`config.mk`:
```
export PLATFORM = sky130hd
export DESIGN_NAME = brd_ctrl_top
export DESIGN_NICKNAME = d
export VERILOG_FILES = /design/src/rtl/brd_pkg.sv /design/src/rtl/brd_disp_buf.sv /design/src/rtl/brd_i2c_regs.sv /design/src/rtl/brd_ctrl_top.sv
export SDC_FILE = /design/constraint.sdc
export NUM_CORES = 1
export LEC_CHECK = 0
export BUFFER_PORTS_ARGS = -buffer_cell sky130_fd_sc_hd__buf_2
export CORE_AREA = 4 4 141 143
export DETAILED_ROUTE_END_ITERATION = 16
export DIE_AREA = 0 0 145 147
export HOLD_SLACK_MARGIN = 0.1
export PLACE_DENSITY_LB_ADDON = 0.05
export RECOVER_POWER = 25
export REMOVE_ABC_BUFFERS = 1
export SLEW_MARGIN = 20
export SYNTH_ARGS = -nofsm -noshare
export SYNTH_HDL_FRONTEND = slang
export SYNTH_SLANG_ARGS = --single-unit
```
`constraint.sdc`:
```
create_clock -name clk -period 3.1 [get_ports clk]
set_input_delay 0.465 -clock clk [delete_from_list [all_inputs] [get_ports clk]]
set_output_delay 0.465 -clock clk [all_outputs]
set_load 0.01 [all_outputs]
```
`src/rtl/brd_pkg.sv`:
```
// Package: offsets and helpers shared by the board control register file.
// Assumes byte offsets within a 20-bit decoded window.
package brd_pkg;

    localparam int OFF_W = 20;

    localparam logic [OFF_W-1:0] OFF_SWITCH   = 20'h00200;
    localparam logic [OFF_W-1:0] OFF_STATUS   = 20'h00208;
    localparam logic [OFF_W-1:0] OFF_JUMPER   = 20'h00210;
    localparam logic [OFF_W-1:0] OFF_LED      = 20'h00408;
    localparam logic [OFF_W-1:0] OFF_HEXWORD  = 20'h00410;
    localparam logic [OFF_W-1:0] OFF_CHAR0    = 20'h00418;
    localparam logic [OFF_W-1:0] OFF_SOFTRST  = 20'h00500;
    localparam logic [OFF_W-1:0] OFF_BRK      = 20'h00508;
    localparam logic [OFF_W-1:0] OFF_GPOUT    = 20'h00A00;
    localparam logic [OFF_W-1:0] OFF_GPIN     = 20'h00A08;
    localparam logic [OFF_W-1:0] OFF_I2C_IN   = 20'h00B00;
    localparam logic [OFF_W-1:0] OFF_I2C_OE   = 20'h00B08;
    localparam logic [OFF_W-1:0] OFF_I2C_OUT  = 20'h00B10;
    localparam logic [OFF_W-1:0] OFF_I2C_SEL  = 20'h00B18;

    localparam logic [31:0] SOFTRST_KEY = 32'h0000_0042;
    localparam logic [7:0]  ASCII_SPACE = 8'h20;

    // Converts one nibble to its uppercase ASCII hex digit.
    function automatic logic [7:0] nib_to_ascii(input logic [3:0] nib);
        if (nib < 4'd10) nib_to_ascii = 8'h30 + {4'd0, nib};
        else             nib_to_ascii = 8'h37 + {4'd0, nib};
    endfunction

endpackage

```
`src/rtl/brd_disp_buf.sv`:
```
// Display buffer: NCHARS byte-wide characters. A word write fills every
// character with a hex digit (most significant nibble into character 0);
// a character write replaces one character. Assumes the two write
// strobes are mutually exclusive (guaranteed by the address decode).
module brd_disp_buf
    import brd_pkg::*;
#(
    parameter int NCHARS = 8,
    parameter int DATA_W = 32,
    localparam int IDX_W = (NCHARS > 1) ? $clog2(NCHARS) : 1
) (
    input  logic                  clk,
    input  logic                  rst_n,
    input  logic                  wr_word,
    input  logic                  wr_char,
    input  logic [IDX_W-1:0]      char_idx,
    input  logic [DATA_W-1:0]     wdata,
    output logic [NCHARS*8-1:0]   chars
);

    for (genvar k = 0; k < NCHARS; k++) begin : g_char
        localparam int NIB_LSB = DATA_W - 4 * (k + 1);
        logic [7:0] ch_q;

        // Holds character k; word load or single-character load.
        always_ff @(posedge clk) begin
            if (!rst_n)
                ch_q <= ASCII_SPACE;
            else if (wr_word)
                ch_q <= nib_to_ascii(wdata[NIB_LSB +: 4]);
            else if (wr_char && (char_idx == IDX_W'(k)))
                ch_q <= wdata[7:0];
        end

        assign chars[8*k +: 8] = ch_q;
    end

endmodule

```
`src/rtl/brd_i2c_regs.sv`:
```
// Bit-banged I2C control registers: output enables, the output word
// (bit 1 = clock, bit 0 = data) and the loopback select bit.
// Assumes one-cycle write strobes from the top-level decode.
module brd_i2c_regs #(
    parameter int DATA_W = 32,
    parameter int OE_W   = 2
) (
    input  logic              clk,
    input  logic              rst_n,
    input  logic              wr_oe,
    input  logic              wr_out,
    input  logic              wr_sel,
    input  logic [DATA_W-1:0] wdata,
    output logic [OE_W-1:0]   oe,
    output logic [DATA_W-1:0] out_word,
    output logic              sel
);

    // Stores the enables, output word and select bit.
    always_ff @(posedge clk) begin
        if (!rst_n) begin
            oe       <= '0;
            out_word <= DATA_W'(3);
            sel      <= 1'b1;
        end else begin
            if (wr_oe)  oe       <= wdata[OE_W-1:0];
            if (wr_out) out_word <= wdata;
            if (wr_sel) sel      <= wdata[0];
        end
    end

endmodule

```
`src/rtl/brd_ctrl_top.sv`:
```
// Board control register file. Decodes the low OFF_W address bits of a
// simple read/write bus, stores the byte registers, feeds the display
// buffer and I2C registers, and returns registered read data one cycle
// after a read strobe. Assumes bus_wr and bus_rd are single-cycle strobes.
module brd_ctrl_top
    import brd_pkg::*;
#(
    parameter int ADDR_W     = 32,
    parameter int DATA_W     = 32,
    parameter int NCHARS     = 8,
    parameter int BYTE_W     = 8,
    parameter bit BIG_ENDIAN = 1'b1,
    localparam int IDX_W     = (NCHARS > 1) ? $clog2(NCHARS) : 1
) (
    input  logic                 clk,
    input  logic                 rst_n,
    input  logic [ADDR_W-1:0]    bus_addr,
    input  logic                 bus_wr,
    input  logic                 bus_rd,
    input  logic [DATA_W-1:0]    bus_wdata,
    output logic [DATA_W-1:0]    bus_rdata,
    input  logic                 eeprom_sda_in,
    output logic [BYTE_W-1:0]    led_bar,
    output logic [BYTE_W-1:0]    brk_out,
    output logic [BYTE_W-1:0]    gp_out,
    output logic [NCHARS*8-1:0]  disp_chars,
    output logic                 sys_rst_req,
    output logic [1:0]           i2c_oe,
    output logic                 i2c_scl_out,
    output logic                 i2c_sda_out
);

    localparam logic [DATA_W-1:0] STATUS_VAL = BIG_ENDIAN ? DATA_W'(8'h12) : DATA_W'(8'h10);
    localparam logic [DATA_W-1:0] I2C_IN_RST = DATA_W'(3);
    localparam logic [OFF_W-1:0]  CHAR_LAST  = OFF_CHAR0 + OFF_W'(8 * (NCHARS - 1));

    logic [OFF_W-1:0] off;
    logic             unused_addr_hi;
    logic [OFF_W-1:0] char_rel;
    logic             char_hit;
    logic [DATA_W-1:0] i2c_word;
    logic             i2c_sel;
    logic [DATA_W-1:0] rd_next;

    assign off            = bus_addr[OFF_W-1:0];
    assign unused_addr_hi = ^bus_addr[ADDR_W-1:OFF_W];
    assign char_rel       = off - OFF_CHAR0;
    assign char_hit       = (off >= OFF_CHAR0) && (off <= CHAR_LAST) && (off[2:0] == 3'd0);

    // Byte registers: LED bar, break and general-purpose output.
    always_ff @(posedge clk) begin
        if (!rst_n) begin
            led_bar <= '0;
            brk_out <= BYTE_W'(8'h0A);
            gp_out  <= '0;
        end else if (bus_wr) begin
            if (off == OFF_LED)   led_bar <= bus_wdata[BYTE_W-1:0];
            if (off == OFF_BRK)   brk_out <= bus_wdata[BYTE_W-1:0];
            if (off == OFF_GPOUT) gp_out  <= bus_wdata[BYTE_W-1:0];
        end
    end

    // One-cycle reset request on the magic value only.
    always_ff @(posedge clk) begin
        if (!rst_n) sys_rst_req <= 1'b0;
        else        sys_rst_req <= bus_wr && (off == OFF_SOFTRST) && (bus_wdata == SOFTRST_KEY);
    end

    brd_disp_buf #(
        .NCHARS (NCHARS),
        .DATA_W (DATA_W)
    ) u_disp (
        .clk      (clk),
        .rst_n    (rst_n),
        .wr_word  (bus_wr && (off == OFF_HEXWORD)),
        .wr_char  (bus_wr && char_hit),
        .char_idx (char_rel[3 +: IDX_W]),
        .wdata    (bus_wdata),
        .chars    (disp_chars)
    );

    brd_i2c_regs #(
        .DATA_W (DATA_W),
        .OE_W   (2)
    ) u_i2c (
        .clk      (clk),
        .rst_n    (rst_n),
        .wr_oe    (bus_wr && (off == OFF_I2C_OE)),
        .wr_out   (bus_wr && (off == OFF_I2C_OUT)),
        .wr_sel   (bus_wr && (off == OFF_I2C_SEL)),
        .wdata    (bus_wdata),
        .oe       (i2c_oe),
        .out_word (i2c_word),
        .sel      (i2c_sel)
    );

    assign i2c_scl_out = i2c_word[1];
    assign i2c_sda_out = i2c_word[0];

    // Read multiplexer over the readable offsets; all others give zero.
    always_comb begin
        rd_next = '0;
        case (off)
            OFF_STATUS:  rd_next = STATUS_VAL;
            OFF_LED:     rd_next = DATA_W'(led_bar);
            OFF_BRK:     rd_next = DATA_W'(brk_out);
            OFF_GPOUT:   rd_next = DATA_W'(gp_out);
            OFF_GPIN:    rd_next = i2c_sel ? i2c_word : '0;
            OFF_I2C_IN:  rd_next = {I2C_IN_RST[DATA_W-1:1], eeprom_sda_in};
            OFF_I2C_OE:  rd_next = DATA_W'(i2c_oe);
            OFF_I2C_OUT: rd_next = i2c_word;
            OFF_I2C_SEL: rd_next = DATA_W'(i2c_sel);
            default:     rd_next = '0;
        endcase
    end

    // Registered read data, updated only on a read strobe.
    always_ff @(posedge clk) begin
        if (!rst_n)      bus_rdata <= '0;
        else if (bus_rd) bus_rdata <= rd_next;
    end

endmodule

```
==> summary.md <==
| Metric | Value |
|---|---|
| Status | `complete, no violations` |
| DP HPWL | `17.71 mm` |
| Cts repair resizes | `0` |
| Hold Startpoint | `bus_wdata[16]` |
| Top_reg_cell synth | `dfxtp_1` |
| Critical Path Source | `bus_addr[16]` |
| I/O Pins | `194` |
| Synth area leader | `dfxtp_1` |
| Vias in the first global route | `7029` |
| WL final | `25.51 mm` |
| Syn_area_per_cell | `8.445 µm²` |
| Syn-to-layout area delta | `20.94%` |
| Fin crit share | `0.7774` |
| Endpoint class of the critical path | `register` |
| DRC Markers | `0` |
| Layout cells sized above 1 | `0.1989` |
| Max_cap viols | `0` |
| Final nets | `1139` |
| Number of flops mapped to enable cells by yosys | `0` |
| Ys Warns | `0` |
| Clock Root Buffer | `clkbuf_16` |
| Commonest non-fill, non-tap cell in the layout | `dfxtp_1` |
| CTS Hold Bufs | `0` |
| Pwr dens | `469.3 nW/µm²` |
| Slew headroom | `0.5460` |
| Clock latency on the worst-skew pair | `0.42 ns` |
| Non-filler cells, final | `1300` |
| Mapped Area | `7558 µm²` |
| CTS tree | `yes` |
| Final hold vios | `0` |
| Final TNS setup | `0 ns` |
| Via Count | `7272` |
| Largest net degree at the start of global routing | `40` |
| Ys async rst share | `0` |
| Post-synthesis cell count | `895` |
| Largest buffer count on any clock path | `2` |
| Final setup violation count | `0` |
| Inst Count DP | `1269` |
| Most frequent cells in the layout | `dfxtp_1 (156), buf_2 (111), nand2_1 (103), a21oi_1 (75), clkbuf_1 (70)` |
| Core Footprint | `18580 µm²` |
| Die Width | `145 µm` |
| Drt initial violations | `583` |
| Via density | `5.594` |
| Drt first pass iters | `5` |
| Reg2reg start | `u_i2c.sel$_SDFFE_PN1P_` |
| Post-synth top area share | `0.4132` |
| Final Skew | `0.007300 ns` |
| Yosys reg bits | `156` |
| Setup Fix Bufs, Post-CTS | `0` |
| Largest cells by area after synthesis | `dfxtp_1 (41%), nand2_1 (5.1%), a21oi_1 (5.0%)` |
| Rows | `50` |
| F_max | `414.9 MHz` |
| TritonCTS buffer count | `17` |
| Initial antenna violation count | `0` |
| Crit Path Max Fanout | `11` |
| Placer congestion estimate | `0.8310` |
| Overall global routing resource usage | `0.2360` |
| Crit path kind | `input port to register` |
| # port buffers | `181` |
| Leak | `3.577 nW` |
| Routed Antenna Nets | `0` |
| Max Slew Vio Count | `0` |
| Die height | `147 µm` |
| Clock slew at reported path FFs | `0.07 ns` |
| Starting density of the core | `0.4068` |
| TritonCTS Sinks | `156` |
| CTS H-tree depth | `4` |
| Critical Path RT | `3.46 ns` |
| RSZ-0062 raised after global routing | `no` |
| Hold Path Class | `input port to register` |
| Arr. time, crit path | `2.77 ns` |
| Sequential area share after synthesis | `0.4132` |
| Drt wl/cell | `19.62 µm` |
| Worst-margin pin slew | `0.6791 ns` |
| Crit start category | `input port` |
| Global-route wire length before repair | `40.31 mm` |
| Worst vdd ir | `0.3800 mV` |
| Die area | `21320 µm²` |
| Diode count | `0` |
| Tmin final | `2.410 ns` |
| Overflow left after global routing | `0` |
| Post-synth cell types | `57` |
==> layer usage <==
layer / track usage / vias up / part of all wire
li1: - / 3561 / -
met1: 0.3310 / 3477 / 0.48
met2: 0.3664 / 198 / 0.45
met3: 0.05028 / 36 / 0.052
met4: 0.07221 / 0 / 0.021
met5: 0 / - / 0
==> cell type report <==
class	count	area [µm²]
fill	1890	9439
timing repair buffer	214	1091
clock buffer	18	439.2
clock inverter	13	108.9
inverter	20	75.07
tap	234	292.8
multi-input combinational	645	4011
sequential	156	3123
==> cell families (layout without fill, tap and decap cells) <==
kind of cell	count (synthesis)	after routing	synth area share
compound gates	199	199	0.1690
simple gates	388	388	0.2786
xor+xnor	8	8	0.009270
buf+inv	94	265	0.05711
flops	156	156	0.4132
fa+ha+maj	16	16	0.02649
mux	34	34	0.04635
==> state kept, by name, summed over array words and instances, names as in the netlist <==
signal,count
u_i2c.oe,2
led_bar,8
bus_rdata,32
u_i2c.out_word,32
u_i2c.sel,1
u_disp.g_char.ch_q,64
sys_rst_req,1
brk_out,8
gp_out,8
==> worst paths after layout <==
check / end / slack [ns] / cells past startpoint
worst max-delay path: u_disp.g_char[1].ch_q[5]$_SDFFE_PN1P_ / 0.69 / 6
worst min-delay path: u_i2c.out_word[16]$_SDFFE_PN0P_ / 0.32 / 3
worst max register to register: bus_rdata[21]$_SDFFE_PN0P_ / 1.52 / 6
worst min register to register: u_i2c.out_word[3]$_SDFFE_PN0P_ / 0.45 / 2
==> synth_stat cells (11+ instances only) <==
| cell | number |
|---|---|
| inv_1 | 20 |
| buf_2 | 16 |
| mux2i_1 | 26 |
| nor4_1 | 12 |
| ha_1 | 16 |
| dfxtp_1 | 156 |
| nand4_1 | 25 |
| nor2_1 | 59 |
| o21ai_0 | 48 |
| and3_1 | 11 |
| nand3_1 | 19 |
| a22o_1 | 25 |
| clkbuf_1 | 45 |
| nand2_1 | 103 |
| nor3b_1 | 35 |
| a21oi_1 | 75 |
| nor3_1 | 65 |
==> where the power goes <==
group / internal [mW] / switching [mW] / total (mW)
registers: 2.01 / 0.00118 / 2.01
clock network: 1.06 / 0.906 / 1.96
logic: 0.0948 / 0.224 / 0.319
==> worst max-delay path, cell delays in order <==
cell,delay [ns]
buf_2,0.11
nor4_4,0.50
and3_1,0.44
nand2_1,0.34
nand3_1,0.60
o221a_2,0.31
==> through the flow <==
| step | worst slack (ns) | util | total power, mW | instance area (µm²) | hold WS [ns] |
|---|---|---|---|---|---|
| after floorplan | 0.05108 | - | 2.185 | 7202 | 0.4315 |
| after global placement | 0.2991 | 0.4672 | 2.368 | 8681 | 0.4422 |
| after detailed placement | 0.2892 | 0.4672 | 2.368 | 8681 | 0.4454 |
| after CTS | 0.7348 | 0.4967 | 4.329 | 9229 | 0.2996 |
| after global routing | 0.5859 | 0.4920 | 4.443 | 9141 | 0.3181 |
| final | 0.6899 | 0.4920 | 4.290 | 9141 | 0.3171 |
(Power assumes the default switching activity.)
